$ cat src/rtl/cfg_port_pkg.sv
package cfg_port_pkg;
  typedef logic [7:0] cfgByte_t;

  // Strobes from the key/decode control to the register datapath.
  typedef struct packed {
    logic idxWr;   // load index register
    logic dataWr;  // data-port write while open
    logic idxRd;   // index-port read while open
    logic dataRd;  // data-port read while open
    logic open;    // configuration space visible
  } cfgStrobe_t;
endpackage

$ cat src/rtl/cfg_port_ctrl.sv
module cfg_port_ctrl
  import cfg_port_pkg::*;
#(
  parameter int ADDR_W = 16,
  parameter logic [ADDR_W-1:0] BASE_PRI = 'h2E,
  parameter logic [ADDR_W-1:0] BASE_ALT = 'h4E,
  parameter cfgByte_t KEY_UNLOCK = 8'h87,
  parameter cfgByte_t KEY_LOCK = 8'hAA
) (
  input  logic              clk,
  input  logic              rstN,
  input  logic              strapAlt,
  input  logic [ADDR_W-1:0] ioAddr,
  input  logic              ioWr,
  input  logic              ioRd,
  input  cfgByte_t          ioWrData,
  output cfgStrobe_t        strb
);
  typedef enum logic [1:0] {ST_LOCKED, ST_HALF, ST_OPEN} keyState_t;

  keyState_t stateQ, stateD;
  logic [ADDR_W-1:0] basePick;
  logic idxHit, dataHit, idxWrite;

  assign basePick = strapAlt ? BASE_ALT : BASE_PRI;
  assign idxHit   = (ioAddr == basePick);
  assign dataHit  = (ioAddr == basePick + ADDR_W'(1));
  assign idxWrite = ioWr && idxHit;

  always_comb begin
    stateD = stateQ;
    unique case (stateQ)
      ST_LOCKED: if (idxWrite && ioWrData == KEY_UNLOCK) stateD = ST_HALF;
      ST_HALF: begin
        if (idxWrite) stateD = (ioWrData == KEY_UNLOCK) ? ST_OPEN : ST_LOCKED;
      end
      ST_OPEN:   if (idxWrite && ioWrData == KEY_LOCK) stateD = ST_LOCKED;
      default:   stateD = ST_LOCKED;
    endcase
  end

  always_ff @(posedge clk) begin
    if (!rstN) stateQ <= ST_LOCKED;
    else       stateQ <= stateD;
  end

  always_comb begin
    strb.open   = (stateQ == ST_OPEN);
    strb.idxWr  = strb.open && idxWrite && (ioWrData != KEY_LOCK);
    strb.dataWr = strb.open && ioWr && dataHit;
    strb.idxRd  = strb.open && ioRd && idxHit;
    strb.dataRd = strb.open && ioRd && dataHit;
  end
endmodule

$ cat src/rtl/cfg_port_dp.sv
module cfg_port_dp
  import cfg_port_pkg::*;
#(
  parameter cfgByte_t LDN_REG = 8'h07,
  parameter cfgByte_t GLOBAL_TOP = 8'h2F,
  parameter cfgByte_t ID_BASE = 8'h20,
  parameter logic [15:0] DEV_ID = 16'h0A51,
  parameter cfgByte_t DEV_REV = 8'h03,
  parameter logic [15:0] MFR_ID = 16'h1934
) (
  input  logic       clk,
  input  logic       rstN,
  input  cfgStrobe_t strb,
  input  cfgByte_t   ioWrData,
  output cfgByte_t   ioRdData,
  output cfgByte_t   ldSel,
  output cfgByte_t   ldIdx,
  output cfgByte_t   ldWrData,
  output logic       ldWr,
  output logic       ldRd,
  input  cfgByte_t   ldRdData,
  input  logic       ldHit
);
  localparam int ID_BYTES = 5;
  localparam int ID_SLOTS = 8;
  localparam logic [8*ID_BYTES-1:0] ID_PACK = {DEV_ID, DEV_REV, MFR_ID};

  cfgByte_t idxQ, ldnQ, idOff, globalRd;
  cfgByte_t idTable [ID_SLOTS];
  logic isGlobal, inId;

  // Identification bytes, highest byte of the packed word first.
  for (genvar g = 0; g < ID_SLOTS; g++) begin : gId
    if (g < ID_BYTES) begin : gLive
      assign idTable[g] = ID_PACK[8*(ID_BYTES-g)-1 -: 8];
    end else begin : gPad
      assign idTable[g] = '0;
    end
  end

  always_ff @(posedge clk) begin
    if (!rstN) begin
      idxQ <= '0;
      ldnQ <= '0;
    end else begin
      if (strb.idxWr) idxQ <= ioWrData;
      if (strb.dataWr && idxQ == LDN_REG) ldnQ <= ioWrData;
    end
  end

  assign isGlobal = (idxQ <= GLOBAL_TOP);
  assign idOff    = idxQ - ID_BASE;
  assign inId     = (idxQ >= ID_BASE) && (idOff < 8'(ID_BYTES));

  always_comb begin
    if (idxQ == LDN_REG) globalRd = ldnQ;
    else if (inId)       globalRd = idTable[idOff[2:0]];
    else                 globalRd = '0;
  end

  always_comb begin
    if (strb.idxRd)       ioRdData = idxQ;
    else if (strb.dataRd) ioRdData = isGlobal ? globalRd : (ldHit ? ldRdData : 8'hFF);
    else                  ioRdData = 8'hFF;
  end

  assign ldWr     = strb.dataWr && !isGlobal;
  assign ldRd     = strb.dataRd && !isGlobal;
  assign ldIdx    = idxQ;
  assign ldSel    = ldnQ;
  assign ldWrData = ioWrData;
endmodule

$ cat src/rtl/keyed_cfg_port.sv
module keyed_cfg_port
  import cfg_port_pkg::*;
#(
  parameter int ADDR_W = 16,
  parameter logic [ADDR_W-1:0] BASE_PRI = 'h2E,
  parameter logic [ADDR_W-1:0] BASE_ALT = 'h4E,
  parameter logic [7:0] KEY_UNLOCK = 8'h87,
  parameter logic [7:0] KEY_LOCK = 8'hAA,
  parameter logic [7:0] LDN_REG = 8'h07,
  parameter logic [7:0] GLOBAL_TOP = 8'h2F,
  parameter logic [7:0] ID_BASE = 8'h20,
  parameter logic [15:0] DEV_ID = 16'h0A51,
  parameter logic [7:0] DEV_REV = 8'h03,
  parameter logic [15:0] MFR_ID = 16'h1934
) (
  input  logic              clk,
  input  logic              rstN,
  input  logic              strapAlt,
  input  logic [ADDR_W-1:0] ioAddr,
  input  logic              ioWr,
  input  logic              ioRd,
  input  logic [7:0]        ioWrData,
  output logic [7:0]        ioRdData,
  output logic [7:0]        ldSel,
  output logic [7:0]        ldIdx,
  output logic [7:0]        ldWrData,
  output logic              ldWr,
  output logic              ldRd,
  input  logic [7:0]        ldRdData,
  input  logic              ldHit
);
  cfgStrobe_t strb;

  cfg_port_ctrl #(
    .ADDR_W(ADDR_W), .BASE_PRI(BASE_PRI), .BASE_ALT(BASE_ALT),
    .KEY_UNLOCK(KEY_UNLOCK), .KEY_LOCK(KEY_LOCK)
  ) uCtrl (
    .clk(clk), .rstN(rstN), .strapAlt(strapAlt), .ioAddr(ioAddr),
    .ioWr(ioWr), .ioRd(ioRd), .ioWrData(ioWrData), .strb(strb)
  );

  cfg_port_dp #(
    .LDN_REG(LDN_REG), .GLOBAL_TOP(GLOBAL_TOP), .ID_BASE(ID_BASE),
    .DEV_ID(DEV_ID), .DEV_REV(DEV_REV), .MFR_ID(MFR_ID)
  ) uDp (
    .clk(clk), .rstN(rstN), .strb(strb), .ioWrData(ioWrData),
    .ioRdData(ioRdData), .ldSel(ldSel), .ldIdx(ldIdx), .ldWrData(ldWrData),
    .ldWr(ldWr), .ldRd(ldRd), .ldRdData(ldRdData), .ldHit(ldHit)
  );
endmodule

$ cat config.mk
export PLATFORM = sky130hd
export DESIGN_NAME = keyed_cfg_port
export DESIGN_NICKNAME = d
export VERILOG_FILES = /design/src/rtl/cfg_port_pkg.sv /design/src/rtl/cfg_port_ctrl.sv /design/src/rtl/cfg_port_dp.sv /design/src/rtl/keyed_cfg_port.sv
export SDC_FILE = /design/constraint.sdc
export NUM_CORES = 1
export LEC_CHECK = 0
export BUFFER_PORTS_ARGS = -buffer_cell sky130_fd_sc_hd__buf_2
export CAP_MARGIN = 30
export CORE_UTILIZATION = 41
export DETAILED_ROUTE_END_ITERATION = 12
export GPL_ROUTABILITY_DRIVEN = 0
export PLACE_DENSITY = 0.77
export SYNTH_ARGS = -nofsm -noshare
export SYNTH_HDL_FRONTEND = slang
export SYNTH_SLANG_ARGS = --single-unit
$ cat constraint.sdc
create_clock -name clk -period 2.64 [get_ports clk]
set_input_delay 0.528 -clock clk [delete_from_list [all_inputs] [get_ports clk]]
set_output_delay 0.528 -clock clk [all_outputs]
set_load 0.005 [all_outputs]
* After elaboration in Yosys (flattened, before gate mapping)
Memories as Yosys holds them, arrays and structs flattened.
Index checks and enable logic that the tools add are counted.
** Word-level totals
- ROM bits :: 64
- Register bits :: 18
- Memories kept :: 1
- Output and inout port bits :: 34
** Cells by class
- Reductions and logical operators :: 17
- Magnitude comparators :: 4
- Bitwise logic cells :: 1
- Add/subtract/negate cells :: 2
- Equal/unequal tests :: 11
- Multiplexer cells :: 14
** Memory list
- (name not given) :: words 8, bits a word 8, read ports 1, clocked after Yosys merged registers in 0, wr ports 0, RTL line cfg_port_dp.sv:57 : else if (inId) globalRd = idTable[idOff[2:0]];
** Operators by type and width (count)
- $mux 8 :: 8
- $eq 16x16->1 :: 2
- $add 16x1->16 const B :: 1
- $eq 8x8->1 const B :: 2
- $logic_and 1x1->1 :: 14
- $eq 8x3->1 const B :: 1
- $ge 8x6->1 const B :: 1
- $le 8x6->1 const B :: 1
- $lt 8x3->1 const B :: 1
- $mux 2 :: 4
- $ne 8x8->1 const B :: 1
- $sub 8x6->8 const B :: 1
- $mux 7 :: 1
- $ne 2x1->1 const B :: 3
- $pmux 2 s3 :: 1
- $ge 4x4->1 const B :: 1
- $not 3->4 :: 1
- $reduce_and 3->1 :: 1
- $eq 2x1->1 const B :: 1
- $eq 2x2->1 const B :: 1
- $logic_not 2->1 :: 1
- $logic_not 1->1 :: 1

* Longest topological paths before layout
Gate-level depths: netlist (run 1).
- Word-level depth :: 10
- Depth in mapped cells :: 7
- Gate-level depth less buffers :: 7

* Modules after synthesis
From an unflattened synthesis (run 1), not the netlist that was laid out.
** Second synthesis, totals
- Cells, all modules :: 168
- Area total of the unflattened synthesis :: 1415.1 um^2
** By module, submodules not included
- cfg_port_dp :: area an instance 1137.3 um^2, cells an instance 134, instances 1
- cfg_port_ctrl :: area an instance 277.8 um^2, cells an instance 34, instances 1

* Worst setup path before layout (run 1)
Ideal clock, no wire load.
- Kind :: in2out
- From :: input port ioAddr[4]
- To :: output port ioRdData[3]
- Path buffers :: 0
- Path slack :: -0.028 ns
- Stages :: 5
- Data arrival time :: 2.140 ns
- Required time :: 2.112 ns
- Cell sequence :: or4_1 > a2111oi_4 > nand4_1 > a211o_1 > a22o_1
** Between the ends
- Word-level cells in the longest chain between the ends :: 4
- Elaborated cells on any way between the ends :: 6
- Those cells by class :: 2 x eq/ne; 2 x mux; 2 x reduce/logical
** Ends and longest elaborated chain
- start: declaration :: RTL line keyed_cfg_port.sv:19 : input logic [ADDR_W-1:0] ioAddr,
- $eq 16x16->1 :: RTL line cfg_port_ctrl.sv:27 : assign dataHit = (ioAddr == basePick + ADDR_W'(1));
- $logic_and 1x1->1 :: RTL line cfg_port_ctrl.sv:52 : strb.dataRd = strb.open && ioRd && dataHit;
- $mux 8 :: RTL line cfg_port_dp.sv:63 : else if (strb.dataRd) ioRdData = isGlobal ? globalRd : (ldHit ? ldRdData : 8'hFF);
- $mux 8 (*) :: RTL line cfg_port_dp.sv:62 : if (strb.idxRd) ioRdData = idxQ;
- end: declaration :: RTL line keyed_cfg_port.sv:23 : output logic [7:0] ioRdData,
Every way passes the cells marked *; elsewhere a longest branch is shown, timed or not.

* Final worst setup path (run 1)
- From :: input port ioAddr[4]
- To :: output port ioRdData[1]
The elaborated chain is that of the path after synthesis.

==> results of run 1 <==
## how the worst max path moves through the flow
stage | slack (ns) | start | cells after the start | endpoint
after CTS | -0.17 | ioAddr[4] | 8 | ioRdData[3]
after global placement | -0.22 | strapAlt | 7 | ioRdData[3]
after global routing | -0.24 | ioAddr[4] | 8 | ioRdData[1]
after detailed placement | -0.27 | strapAlt | 7 | ioRdData[3]
final | -0.15 | ioAddr[4] | 8 | ioRdData[1]
after floorplan | -0.02 | ioAddr[4] | 5 | ioRdData[3]
## state kept, by name, summed over array words and instances (netlist names)
name / cells
uDp.ldIdx: 8
uDp.ldSel: 8
uCtrl.stateQ: 2
## power breakdown
group | total [mW] | switching, mW | internal (mW)
logic | 0.0681 | 0.0339 | 0.0342
clock network | 0.127 | 0.0743 | 0.0528
registers | 0.271 | 0.000000000901 | 0.271
total | 0.466 | 0.108 | 0.358
## layout by cell type (no fill, tap or decap), types with 2 or more instances in the layout
master / n
ha_1: 6
mux2i_1: 16
nor3_1: 2
buf_2: 70
nor2_1: 5
nand2_1: 25
nand3_1: 2
inv_1: 7
and3_1: 4
a211o_1: 3
buf_4: 10
nand2b_1: 2
nor4bb_1: 2
a22o_1: 4
dfxtp_1: 17
a21oi_1: 4
a221o_1: 2
o221ai_2: 2
buf_6: 4
o21ai_0: 7
nand4_1: 4
nor2b_1: 9
clkbuf_4: 3
## metal layers
layer / up-vias / global-route usage, % / wire (um)
met5: - / 0 / 0
met4: 0 / 6.645 / 17
met3: 2 / 2.597 / 279
met2: 63 / 32.86 / 1698
met1: 668 / 28.76 / 1733
li1: 733 / - / -
## cells by family after synthesis
family / count (synthesis)
xor+xnor: 1
buf+inv: 22
simple gates: 71
fa+ha+maj: 6
flops: 18
mux: 16
compound gates: 30
## worst max-delay path, cell delays in order
cell       delay [ns]
buf_6            0.09
or4_4            0.53
a2111oi_4        0.25
nand4_1          0.12
buf_4            0.17
a221o_1          0.26
a22o_1           0.18
buf_2            0.12
## metrics by stage
stage / std cells / hold WS, ns / util (%) / worst slack (ns) / instance area (um^2)
2_1_floorplan: 164 / 0.4447 / - / -0.01802 / 1366
3_3_place_gp: 272 / 0.4642 / 56.25 / -0.2234 / 1745
3_5_place_dp: 272 / 0.4693 / 56.25 / -0.2731 / 1745
4_1_cts: 277 / 0.4825 / 58.75 / -0.1679 / 1823
5_1_grt: 280 / 0.5143 / 60.08 / -0.2354 / 1864
6_report: 280 / 0.4794 / 60.08 / -0.1468 / 1864
## cell usage after synthesis, types with 2 or more instances
library cell,n,area share [%]
nand2_1,25,6.9
dfxtp_1,18,26
mux2i_1,16,12
buf_4,9,4.9
nor2b_1,9,4.1
o21ai_0,9,3.3
inv_1,7,1.9
ha_1,6,5.5
clkbuf_1,5,1.4
nor2_1,5,1.4
a21oi_1,4,1.5
a22o_1,4,2.6
and3_1,4,1.8
nand4_1,4,1.8
a211o_1,3,1.9
a211oi_1,2,1.1
a221o_1,2,1.5
and4_2,2,1.5
nand2b_1,2,0.92
nand3_1,2,0.73
nor3_1,2,0.73
nor3b_1,2,1.1
nor4bb_1,2,1.5
o221ai_1,2,1.3
## cell type report
| type | count | area, um^2 |
|---|---|---|
| Fill cell | 303 | 1239 |
| Multi-Input combinational cell | 124 | 928.4 |
| Timing Repair Buffer | 84 | 470.5 |
| Sequential cell | 18 | 361.6 |
| Tap cell | 44 | 55.05 |
| Inverter | 7 | 26.28 |
| Clock buffer | 3 | 22.52 |
## repair_timing
| action | 4_1_cts | 5_1_grt |
|---|---|---|
| pin swaps | 6 | 1 |
| endpoints found under the setup margin | 9 | 9 |
| cloned | 0 | 0 |
| resized for setup | 10 | 7 |
| setup buffers | 2 | 4 |
==> run metrics, run 1 <==
Root Buffer=clkbuf_4; post-route ant nets=0; Min-Delay Startpoint=uCtrl.stateQ[0]; CTS H-Tree Depth=1; Adder-Cell Fraction of Synth Area=approximately 5.5%; die area=roughly 0.0036 mm^2; post-route setup slack=-0.1468 ns; sequential share of the synthesized area=approximately a quarter; clock skew=0.004847 ns; wirelength, routed=~3700 um; WL per Instance=approximately 13 um; CTS Hold Buffers Added=0; element type at the critical path end=output port; fmax=about 360 MHz; Post-synth EDFFs=0; FP Rows=20; Max Slew Vio Count=0; peak supply drop=around 200 uV; antenna violations before repair=0; TritonCTS Buffers=3; final-report setup violation count=7; Final Net Count=around 280; layout cell share with drive strength beyond 1=43.64%; Top FF cell, synth=dfxtp_1; Post-Synth XOR/XNOR Area=less than 1%; Syn Nets=between 200 and 250; period utilization=105.6%; Tmin final=about 2.8 ns; clk sinks=18; reg-to-reg critical path startpoint=uDp.ldIdx[7]; Crit path arrival time=between 2 and 2.5 ns; required time worst endpoint=2.11 ns; RSZ-0062 raised after global routing=true; Worst Reg-to-Reg Cells=6; Cell Area, Synth=roughly 0.0014 mm^2; Max Cap Viol=0; outcome=finished with violations; Final HPWL DP=~2800 um; HP Class=reg -> reg; Critical Path Source Type=input pin; Via Count=about 1,500; CTS clk-pin slew, worst paths=around 0.090 ns; hold path cells=2; Yosys cell types=42; Crit Path Class=in -> out; Synth Instances=about 160; Leak Pwr=between 0.8 and 0.9 nW; failing checks=setup timing; Via-to-Cell Ratio=roughly 5.2; I/O pin cnt=between 70 and 80; worst skew pair latency=~0.28 ns; Min-Delay Endpoint=uCtrl.stateQ[0]; relative slew slack=a little under 70%; GR Util All Layers=approximately 21%; mux share of post-synthesis cell area=11.72%; FF-to-FF End=uDp.ldSel[2]; Power Density=250.2 mW/mm^2; Ant. Diodes=0; vias in the first global route=roughly 1,200; Port Buffers=71; Post-synth ARST share=0%; average size of a mapped cell=roughly 8.3 um^2; Least-Margin Pin Slew=approximately 0.45 ns; total power=about 0.47 mW; synth-to-layout area growth=36.45%; CP max FO=5; largest net degree at the start of global routing=27; drt first-iter violations=90; main combinational cell family by area after synthesis=simple AND/OR/NAND/NOR gates; first-pass GRT wire length=5630 um; Final Hold Fails=0; Seq cells post-synth=18; Post-Synth Simple-Gate Area=between 30% and 40%; die width=about 60 um; clock tree from TritonCTS=done; Synth warnings=0; initial core utilization=between 40 and 50%; drc violations=0; reg2reg setup slack=0.70 ns; Die H=59.73 um; compound-cell area share of the yosys netlist=16.94%; global route overflow=0; Core Area=roughly 0.0031 mm^2; Max Root-Sink Buffers=2; Pre-Repair DR Iteration Count=4; final setup TNS=-0.7397 ns
Note: power is estimated with default switching activity, not from simulation.
==> run 2: changes to the inputs <==
SETUP_SLACK_MARGIN = 0.02   (was not set)
==> run metrics, run 2 (same netlist as run 1, synthesis figures left out) <==
clk sinks=18 (unchanged); Max Cap Viol=0 (unchanged); CP startpoint=ioAddr[8]; failing checks=setup timing; Die H=59.73 um (unchanged); global route overflow=0 (unchanged); fmax=357.2 MHz (-0.44%); HP Class=reg -> reg; Final Net Count=283 (+0.35%); initial core utilization=44.03% (unchanged); RSZ-0062 raised after global routing=true; Worst path max stage delay=0.53 ns (about the same); outcome=finished with violations; wirelength, routed=3793 um (+1.7%); CTS clk-pin slew, worst paths=0.10 ns (about the same); Power Density=268.9 mW/mm^2 (+7.5%); Leak Pwr=0.8457 nW (+1.9%); Final HPWL DP=2862 um (+0.85%); I/O pin cnt=72 (unchanged); TritonCTS Buffers=3 (unchanged); clock tree from TritonCTS=done; Max Slew Vio Count=0 (unchanged); Tmin final=2.799 ns (+0.01240 ns); Final Hold Fails=0 (unchanged); worst skew pair latency=0.29 ns (about the same); Crit path arrival time=2.27 ns (about the same); post-route setup slack=-0.1592 ns (-0.01240 ns); GR Util All Layers=21.60% (+0.99 points); Ant. Diodes=0 (unchanged); CP Capture Point=ioRdData[1]; drc violations=0 (unchanged); Pre-Repair DR Iteration Count=4 (unchanged); dpl cells=272 (unchanged); synth-to-layout area growth=38.64%; drt first-iter violations=59 (-34%); clock skew=0.001999 ns (-0.002848 ns); antenna violations before repair=0 (unchanged); FF-to-FF End=uDp.ldSel[0]; footprint of the multi-input gates=927.1 um^2 (-0.13%); Via Count=1,461 (-0.34%); commonest non-fill, non-tap cell in the layout=buf_2; Critical Path Source Type=input pin; peak supply drop=226.7 uV (+15%); post-route ant nets=0 (unchanged); Port Buffers=71 (unchanged); Placement Cell Area=0.001764 mm^2 (+1.1%); Crit Path Class=in -> out; Cell Chain, Critical Path=buf_6, or4_4, a2111oi_4, nand4_1, a221o_1, a22o_1, buf_2; Via-to-Cell Ratio=5.181 (-1.0%); die area=0.003567 mm^2 (unchanged); die width=59.73 um (unchanged); CTS H-Tree Depth=1 (unchanged); element type at the critical path end=output port; Least-Margin Pin Slew=0.5615 ns (+0.1076 ns); Core Area=0.003103 mm^2 (unchanged); dpl ws=-0.2414 ns (+0.03168 ns); Fill cells=304 (+0.33%); register area=362.8 um^2 (+0.35%); period utilization=106.0% (+0.47 points); WL per Instance=13.45 um (+1.0%); layout cell share with drive strength beyond 1=44.54% (+0.89 points); required time worst endpoint=2.11 ns (about the same); FP Rows=20 (unchanged); first-pass GRT wire length=5844 um (+3.8%); CP max FO=5 (unchanged); Slowest cell on crit path=or4_4; reg-to-reg critical path startpoint=uDp.ldIdx[2]; most frequent cells in the layout=buf_2 (70), nand2_1 (25), mux2i_1 (16), dfxtp_1 (16), buf_4 (11); Max Root-Sink Buffers=2 (unchanged); relative slew slack=62.05% (-7.3 points); non-filler cells, final=282 (+0.71%); reg2reg setup slack=0.67 ns (-0.03 ns); Worst Reg-to-Reg Cells=6 (unchanged); total power=0.5095 mW (+9.2%); largest net degree at the start of global routing=27 (unchanged); vias in the first global route=1,257 (+1.8%); Root Buffer=clkbuf_4; final std cell area, no fill=0.001894 mm^2 (+1.6%); final-report setup violation count=8 (+1)
==> run 2: worst min path at each step <==
| stage | endpoint | startpoint | cells after the start |
|---|---|---|---|
| CTS | uCtrl.stateQ[0] | uCtrl.stateQ[0] | 2 |
| global placement | uCtrl.stateQ[0] | uCtrl.stateQ[0] | 2 |
| global route | uDp.ldSel[4] | ioWrData[4] | 3 |
| floorplan | uCtrl.stateQ[0] | uCtrl.stateQ[0] | 2 |
| detailed placement | uCtrl.stateQ[0] | uCtrl.stateQ[0] | 2 |
| finish | uCtrl.stateQ[0] | uCtrl.stateQ[0] | 2 |
==> run 2: what timing repair did <==
item / 4_1_cts / 5_1_grt
setup endpoints to repair: 9 / 9
pin swaps: 8 / 2
resized for setup: 8 / 5
setup buffers: 4 / 2
hold buffers: 0 / 0
==> run 2: cell type report <==
cell class / count / share of cell area, %
Multi-Input combinational cell: 124 / 48.94
Sequential cell: 18 / 19.15
Timing Repair Buffer: 85 / 25.69
Inverter: 7 / 1.387
Tap cell: 44 / 2.906
Clock buffer: 4 / 1.915
==> run 2: critical path, delay by kind of cell <==
family | cells | cell delay, ns
AOI/OAI and AO/OA | 3 | 0.73
buffers and inverters | 2 | 0.21
and+or+nand+nor | 2 | 0.80
==> run 2: metrics by stage <==
step	hold slack [ns]	setup TNS (ns)	util, %
CTS	0.4890	-0.8602	60.20
global placement	0.4611	-1.007	56.85
floorplan	0.4447	0	-
global route	0.4944	-1.440	61.05
finish	0.4853	-0.8869	61.05
detailed placement	0.4755	-1.192	56.85
==> run 2: per-layer routing <==
metal | track usage [%] | share of wire, % | up-vias
li1 | - | - | 736
met1 | 28.86 | 44 | 671
met2 | 35.56 | 49 | 50
met3 | 2.597 | 6.1 | 4
met4 | 7.973 | 0.82 | 0
met5 | 0 | 0 | -
==> run 2: power breakdown <==
| group | switching [mW] | internal (mW) | leakage [nW] | total [mW] |
|---|---|---|---|---|
| registers | 0.000000000924 | 0.271 | 0.146 | 0.271 |
| clock network | 0.0859 | 0.0840 | 0.0210 | 0.170 |
| logic | 0.0338 | 0.0344 | 0.679 | 0.0682 |
| total | 0.120 | 0.390 | 0.846 | 0.509 |
